===== src/rtl/cal_pkg.sv =====
package cal_pkg;

    localparam int NREG     = 7;
    localparam int ADDR_W   = 4;
    localparam int IX_SEC   = 0;
    localparam int IX_MIN   = 1;
    localparam int IX_HR    = 2;
    localparam int IX_DAY   = 3;
    localparam int IX_DATE  = 4;
    localparam int IX_MON   = 5;
    localparam int IX_YEAR  = 6;
    localparam logic [ADDR_W-1:0] CTRL_LO   = 4'd7;
    localparam logic [ADDR_W-1:0] CTRL_HI   = 4'd9;
    localparam logic [ADDR_W-1:0] HALT_ADDR = 4'd9;

    typedef logic [NREG-1:0][7:0] bank_t;

    typedef struct packed {
        logic       carry;
        logic [7:0] val;
    } bcd_step_t;

    // year, month, date, day, hours, minutes, seconds
    localparam bank_t RESET_BANK = {8'h00, 8'h01, 8'h01, 8'h01, 8'h00, 8'h00, 8'h00};

    function automatic bcd_step_t bcd_step(input logic [7:0] v,
                                           input logic [7:0] top,
                                           input logic [7:0] base);
        bcd_step_t r;
        if (v >= top) begin
            r.carry = 1'b1;
            r.val   = base;
        end else if (v[3:0] >= 4'd9) begin
            r.carry = 1'b0;
            r.val   = {v[7:4] + 4'd1, 4'h0};
        end else begin
            r.carry = 1'b0;
            r.val   = v + 8'd1;
        end
        return r;
    endfunction

    // BCD year multiple of four: even tens with 0/4/8 units, odd tens with 2/6
    function automatic logic bcd_leap(input logic [7:0] yr);
        logic [3:0] u;
        u = yr[3:0];
        if (yr[4]) return (u == 4'd2) || (u == 4'd6);
        return (u == 4'd0) || (u == 4'd4) || (u == 4'd8);
    endfunction

    function automatic logic [7:0] month_end(input logic [7:0] mon, input logic [7:0] yr);
        case (mon)
            8'h02:                      return bcd_leap(yr) ? 8'h29 : 8'h28;
            8'h04, 8'h06, 8'h09, 8'h11: return 8'h30;
            default:                    return 8'h31;
        endcase
    endfunction

    function automatic logic [7:0] write_mask(input int idx);
        case (idx)
            IX_MIN:  return 8'h7F;
            IX_DAY:  return 8'h77;
            IX_DATE: return 8'h3F;
            IX_MON:  return 8'h1F;
            default: return 8'hFF;
        endcase
    endfunction

endpackage


===== src/rtl/cal_divider.sv =====
module cal_divider
#(
    parameter int TICKS_PER_SEC = 4
)
(
    input  logic clk,
    input  logic rst,
    input  logic sub_tick,
    input  logic osc_stop,
    input  logic clear,
    output logic sec_pulse,
    output logic phase_zero
);
    localparam int PW = (TICKS_PER_SEC > 1) ? $clog2(TICKS_PER_SEC) : 1;
    localparam logic [PW-1:0] LAST = PW'(TICKS_PER_SEC - 1);

    logic [PW-1:0] phase_q;
    logic          take;

    assign take       = sub_tick && !osc_stop;
    assign sec_pulse  = take && (phase_q == LAST) && !clear;
    assign phase_zero = (phase_q == '0);

    always_ff @(posedge clk) begin
        if (rst || clear) begin
            phase_q <= '0;
        end else if (take) begin
            phase_q <= (phase_q == LAST) ? '0 : phase_q + PW'(1);
        end
    end
endmodule


===== src/rtl/cal_counters.sv =====
module cal_counters
    import cal_pkg::*;
(
    input  logic              clk,
    input  logic              rst,
    input  logic              sec_pulse,
    input  logic              load,
    input  logic [NREG-1:0]   load_sel,
    input  bank_t             load_val,
    output bank_t             cnt
);
    bank_t     cnt_q;
    bank_t     nxt;
    bcd_step_t s_st, m_st, h_st, w_st, d_st, mo_st, y_st;

    always_comb begin
        s_st  = bcd_step({1'b0, cnt_q[IX_SEC][6:0]}, 8'h59, 8'h00);
        m_st  = bcd_step({1'b0, cnt_q[IX_MIN][6:0]}, 8'h59, 8'h00);
        h_st  = bcd_step({2'b0, cnt_q[IX_HR][5:0]},  8'h23, 8'h00);
        w_st  = bcd_step({5'b0, cnt_q[IX_DAY][2:0]}, 8'h07, 8'h01);
        d_st  = bcd_step({2'b0, cnt_q[IX_DATE][5:0]},
                         month_end(cnt_q[IX_MON], cnt_q[IX_YEAR]), 8'h01);
        mo_st = bcd_step({3'b0, cnt_q[IX_MON][4:0]}, 8'h12, 8'h01);
        y_st  = bcd_step(cnt_q[IX_YEAR], 8'h99, 8'h00);

        nxt = cnt_q;
        nxt[IX_SEC] = {cnt_q[IX_SEC][7], s_st.val[6:0]};
        if (s_st.carry) begin
            nxt[IX_MIN] = {1'b0, m_st.val[6:0]};
            if (m_st.carry) begin
                nxt[IX_HR] = {cnt_q[IX_HR][7:6], h_st.val[5:0]};
                if (h_st.carry) begin
                    nxt[IX_DAY]  = {1'b0, cnt_q[IX_DAY][6:4], 1'b0, w_st.val[2:0]};
                    nxt[IX_DATE] = {2'b0, d_st.val[5:0]};
                    if (d_st.carry) begin
                        nxt[IX_MON] = {3'b0, mo_st.val[4:0]};
                        if (mo_st.carry) begin
                            nxt[IX_YEAR] = y_st.val;
                            if (y_st.carry && cnt_q[IX_HR][7]) begin
                                nxt[IX_HR][6] = ~cnt_q[IX_HR][6];
                            end
                        end
                    end
                end
            end
        end
    end

    always_ff @(posedge clk) begin
        if (rst) begin
            cnt_q <= RESET_BANK;
        end else if (load) begin
            for (int i = 0; i < NREG; i++) begin
                if (load_sel[i]) cnt_q[i] <= load_val[i];
            end
        end else if (sec_pulse) begin
            cnt_q <= nxt;
        end
    end

    assign cnt = cnt_q;
endmodule


===== src/rtl/cal_stage.sv =====
module cal_stage
    import cal_pkg::*;
(
    input  logic              clk,
    input  logic              rst,
    input  logic [ADDR_W-1:0] addr,
    input  logic              wr_en,
    input  logic              rd_en,
    input  logic [7:0]        wr_data,
    input  logic              bus_stop,
    input  logic              backup_rise,
    input  bank_t             cnt,
    output bank_t             stage,
    output logic              halt,
    output logic              frozen,
    output logic              commit,
    output logic [NREG-1:0]   commit_sel
);
    bank_t           stage_q;
    bank_t           wmask;
    logic [NREG-1:0] dirty_q;
    logic            frozen_q, halt_q;
    logic            tk_addr, ctl_addr, wr_tk, refresh;

    for (genvar g = 0; g < NREG; g++) begin : g_mask
        assign wmask[g] = write_mask(g);
    end

    assign tk_addr    = addr < ADDR_W'(NREG);
    assign ctl_addr   = (addr >= CTRL_LO) && (addr <= CTRL_HI);
    assign wr_tk      = wr_en && tk_addr;
    assign commit     = (bus_stop || (wr_en && ctl_addr)) && (|dirty_q);
    assign commit_sel = dirty_q;
    assign refresh    = !frozen_q && !halt_q && (dirty_q == '0) && !wr_tk;

    always_ff @(posedge clk) begin
        if (rst) begin
            stage_q  <= RESET_BANK;
            dirty_q  <= '0;
            frozen_q <= 1'b0;
            halt_q   <= 1'b0;
        end else begin
            if (refresh) stage_q <= cnt;
            if (commit) dirty_q <= '0;
            for (int i = 0; i < NREG; i++) begin
                if (wr_tk && (addr == ADDR_W'(i))) begin
                    stage_q[i] <= wr_data & wmask[i];
                    dirty_q[i] <= 1'b1;
                end
            end
            if (bus_stop || (rd_en && ctl_addr)) frozen_q <= 1'b0;
            else if (rd_en && tk_addr)           frozen_q <= 1'b1;
            if (backup_rise)                      halt_q <= 1'b1;
            else if (wr_en && addr == HALT_ADDR) halt_q <= wr_data[7];
        end
    end

    assign stage  = stage_q;
    assign halt   = halt_q;
    assign frozen = frozen_q;
endmodule


===== src/rtl/cal_xfer_bank.sv =====
module cal_xfer_bank
    import cal_pkg::*;
#(
    parameter int TICKS_PER_SEC = 4
)
(
    input  logic        clk,
    input  logic        rst,
    input  logic        sub_tick,
    input  logic        backup_mode,
    input  logic [3:0]  reg_addr,
    input  logic        wr_en,
    input  logic        rd_en,
    input  logic [7:0]  wr_data,
    input  logic        bus_stop,
    output logic [7:0]  rd_data
);
    bank_t           cnt_bank, stage_bank;
    logic            halt, frozen, commit, sec_pulse, phase_zero, bk_q;
    logic [NREG-1:0] commit_sel;

    always_ff @(posedge clk) begin
        if (rst) bk_q <= 1'b0;
        else     bk_q <= backup_mode;
    end

    cal_divider #(.TICKS_PER_SEC(TICKS_PER_SEC)) u_div (
        .clk(clk), .rst(rst), .sub_tick(sub_tick),
        .osc_stop(cnt_bank[IX_SEC][7]), .clear(commit),
        .sec_pulse(sec_pulse), .phase_zero(phase_zero)
    );

    cal_counters u_cnt (
        .clk(clk), .rst(rst), .sec_pulse(sec_pulse), .load(commit),
        .load_sel(commit_sel), .load_val(stage_bank), .cnt(cnt_bank)
    );

    cal_stage u_stage (
        .clk(clk), .rst(rst), .addr(reg_addr), .wr_en(wr_en), .rd_en(rd_en),
        .wr_data(wr_data), .bus_stop(bus_stop), .backup_rise(backup_mode && !bk_q),
        .cnt(cnt_bank), .stage(stage_bank), .halt(halt), .frozen(frozen),
        .commit(commit), .commit_sel(commit_sel)
    );

    always_comb begin
        rd_data = 8'h00;
        for (int i = 0; i < NREG; i++) begin
            if (reg_addr == 4'(i)) rd_data = stage_bank[i];
        end
        if (reg_addr == HALT_ADDR) rd_data = {halt, 7'b0};
    end
endmodule


===== config.mk =====
export PLATFORM = sky130hd
export DESIGN_NAME = cal_xfer_bank
export DESIGN_NICKNAME = d
export VERILOG_FILES = /design/src/rtl/cal_pkg.sv /design/src/rtl/cal_divider.sv /design/src/rtl/cal_counters.sv /design/src/rtl/cal_stage.sv /design/src/rtl/cal_xfer_bank.sv
export SDC_FILE = /design/constraint.sdc
export NUM_CORES = 1
export LEC_CHECK = 0
export ABC_AREA = 1
export BUFFER_PORTS_ARGS = -buffer_cell sky130_fd_sc_hd__buf_2
export CORE_MARGIN = 5
export CORE_UTILIZATION = 56
export DETAILED_ROUTE_END_ITERATION = 10
export GPL_ROUTABILITY_DRIVEN = 1
export PLACE_DENSITY_LB_ADDON = 0.05
export SLEW_MARGIN = 20
export SYNTH_ARGS = -nofsm -noshare
export SYNTH_HDL_FRONTEND = slang
export SYNTH_SLANG_ARGS = --single-unit
export TNS_END_PERCENT = 100

===== constraint.sdc =====
create_clock -name clk -period 2.2 [get_ports clk]
set_clock_uncertainty 0.05 [all_clocks]
set_input_delay 0.22 -clock clk [delete_from_list [all_inputs] [get_ports clk]]
set_output_delay 0.22 -clock clk [all_outputs]
set_load 0.005 [all_outputs]

==> results.py <==
metrics = {
    "clock_network": {
        "clkTransAtPathRegs_ps": 60,
        "cts-buffers-inserted": 17,
        "htree_levels": 4,
        "tritoncts": "yes",
        "clock_latency_ps": 420,
        "cts_buffer_depth": 2,
        "cts.sinks": 124,
        "cts_root_buf": "clkbuf_16",
    },
    "synthesis": {
        "yosys-top-cells-count": "248 x nand2_1, 155 x nor2_1, 124 x dfxtp_1, 122 x inv_1, 103 x a21oi_1",
        "syn-cell-area_um2": 7190,
        "syn_nets": 1129,
        "synth_edf_count": 0,
        "yosys.area.top_type_share_pct": 34.5,
        "synth_area_leaders": "dfxtp_1 35%, nand2_1 13%, nor2_1 8.1%, a21oi_1 7.2%, inv_1 6.4%",
        "synth.yosys.seq_area_share_pct": 34.5,
        "avgSynthCellArea_um2": 6.69,
        "yosysTopAreaCell": "dfxtp_1",
        "netlist_instances": 1075,
        "ys_types": 44,
        "synthArstFlopShare_pct": 0,
        "synth_warnings": 0,
        "synthMostInstantiatedCell": "nand2_1",
        "synthFlopType": "dfxtp_1",
        "synth_seq_cells": 124,
    },
    "pwr": {
        "vdd_drop_max_v": 0.000638,
        "total_power_mw": 5.90,
        "p_per_area_nw_per_um2": 660,
        "p_leak_nw": 4.08,
    },
    "timing": {
        "fin_crit_sh_pct": 112,
        "rsz0062_at_grt": "true",
        "worst_pin_slew_ps": 747,
        "finalHoldViolations": 0,
        "tns_ps": -4630,
        "drv_slew": 0,
        "period_needed_ps": 2460,
        "relSlewSlack_pct": 50.0,
        "whs_ps": 33.6,
        "setup_violations": 23,
        "clock.fmax_mhz": 407,
        "setup_ws_ps": -259,
    },
    "drt": {
        "drtPass1Iterations": 5,
        "vias": 7602,
        "routedWlPerCell_um": 16.7,
        "postRouteAntennaNets": 0,
        "drt-vias-per-instance": 5.64,
        "drtIter0Drc": 712,
        "drc": 0,
        "routed_wl_um": 22500,
    },
    "global_route": {
        "grt.total_usage_pct": 30.1,
        "overflow": 0,
        "grt_pass1_vias": 6917,
        "grt_pass1_wl_um": 35200,
        "grt_max_degree": 49,
        "antenna_found_initial": 0,
    },
    "placement": {
        "dpl.hpwl_um": 15300,
        "globalplace.congestion": 0.897,
        "dp.cells": 1299,
        "placed_area_um2": 7900,
        "dpl_worst_slack_ps": -241,
        "port_buffers": 26,
    },
    "floorplanning": {
        "core_area_um2": 12600,
        "die_h_um": 123,
        "initial_core_util_pct": 57.0,
        "io_pins": 27,
        "die_w_um": 123,
        "dieArea_um2": 15200,
        "row_count": 41,
    },
    "layout": {
        "fin_nets": 1217,
        "final_cells": 1348,
        "multi_input_area_um2": 4330,
        "drive_above_1_share_pct": 18.5,
        "area_growth_pct": 24.2,
        "diodes": 0,
        "post-route-util_pct": 70.8,
        "seqCellArea_um2": 2490,
        "final_area_um2": 8930,
        "fill_cells": 1105,
    },
    "setup_path": {
        "slowest_stage": "dfxtp_2",
        "critPathTopFamily": "simple AND/OR/NAND/NOR gates",
        "cpPeakStageDelay_ps": 330,
        "startpoint_type": "register",
        "reg2reg_from": "u_cnt.cnt[47]",
        "cp.required_ps": 2470,
        "crit_start": "u_cnt.cnt[47]",
        "worstSetupPathType": "register to register",
        "endpoint_kind": "register",
        "cp.arrival_ps": 2730,
        "cp_cell_sequence": "nor2_4, nand3_4, nor3_4, inv_2, ha_4, inv_2, nor2_4, nand2_1, nand2_1, nand2_1, nand2_2, nor2_4, nand2_4, nand3_4, nor2_4, buf_12, nand2_2, nand2_2, nor2_1",
        "path_max_fanout": 7,
        "path_common_cell": "nor2_4",
        "critPathBufInv": 3,
    },
    "outcome": {
        "status": "complete, but fails checks",
        "violations": "negative setup slack",
    },
    "flow_run": {
        "maxCapViolCount": 0,
    },
    "min_path": {
        "worstHoldPathType": "input port to register",
        "hold_path_startpoint": "sub_tick",
    },
}
[timing repair]
item,CTS,global route
hold buffers,3,0
pin swaps,7,18
buffers inserted,5,10
gates cloned,0,1
endpoints found under the hold margin,2,0
endpoints found under the setup margin,23,38
resized for setup,19,41
[final timing paths]
kind / end / slack [ps] / cells past startpoint
max: u_cnt.cnt[51] / -260 / 19
min: u_div.phase_q[1] / 30 / 3
max reg2reg: u_cnt.cnt[51] / -260 / 19
min reg2reg: u_cnt.cnt[30] / 410 / 2
[per-layer routing]
metal,routed length [µm],global-route usage (%),vias up
li1,-,-,3706
met3,1430,5.31,52
met4,597,11.5,0
met5,0,0,-
met2,11000,51.0,290
met1,9460,38.1,3554
[tightest hold or removal path: stages]
cell and delay [ps]:
buf_2 100, nand3_1 70, a21oi_1 60
[logic make-up after synthesis]
kind of cell	share of synthesized area (%)
compound gates	19.7
fa+ha+maj	6.09
xor+xnor	1.83
buf+inv	9.07
flops	34.5
simple gates	28.8
[where the power goes]
group | switching (mW) | leakage (nW) | internal, mW
Clock | 1.04 | 0.306 | 1.98
Sequential | 0.0374 | 1.00 | 2.29
Combinational | 0.387 | 2.77 | 0.158
[state kept, by name, indices dropped and copies added, names as in the netlist]
name,cells
u_cnt.cnt,56
u_stage.stage,56
u_div.phase_q,2
u_stage.frozen,1
bk_q,1
u_stage.commit_sel,7
u_stage.halt,1
[placed cells by master (no fill, tap or decap), types with 5 or more instances in the layout]
cell type    n
a21oi_1    101
a31oi_1      6
buf_2       26
buf_4       65
clkbuf_16   18
dfxtp_1    120
ha_1        30
inv_1      114
inv_2       10
nand2_1    235
nand2_2     17
nand2_4      9
nand3_1     38
nand3_2      5
nand4_1      6
nor2_1     146
nor2_2       5
nor2_4       8
nor3_1       5
o211ai_1     8
o21ai_0     61
o22ai_1     47
xor2_1      15
[final cells by class]
| type | count | share of cell area [%] |
|---|---|---|
| multi-input combinational | 789 | 48.4 |
| sequential | 124 | 27.9 |
| timing repair buffer | 101 | 8.59 |
| inverter | 130 | 5.51 |
| clock buffer | 22 | 5.31 |
| tap | 172 | 2.41 |
| clock inverter | 10 | 1.82 |
(Power assumes the default switching activity.)
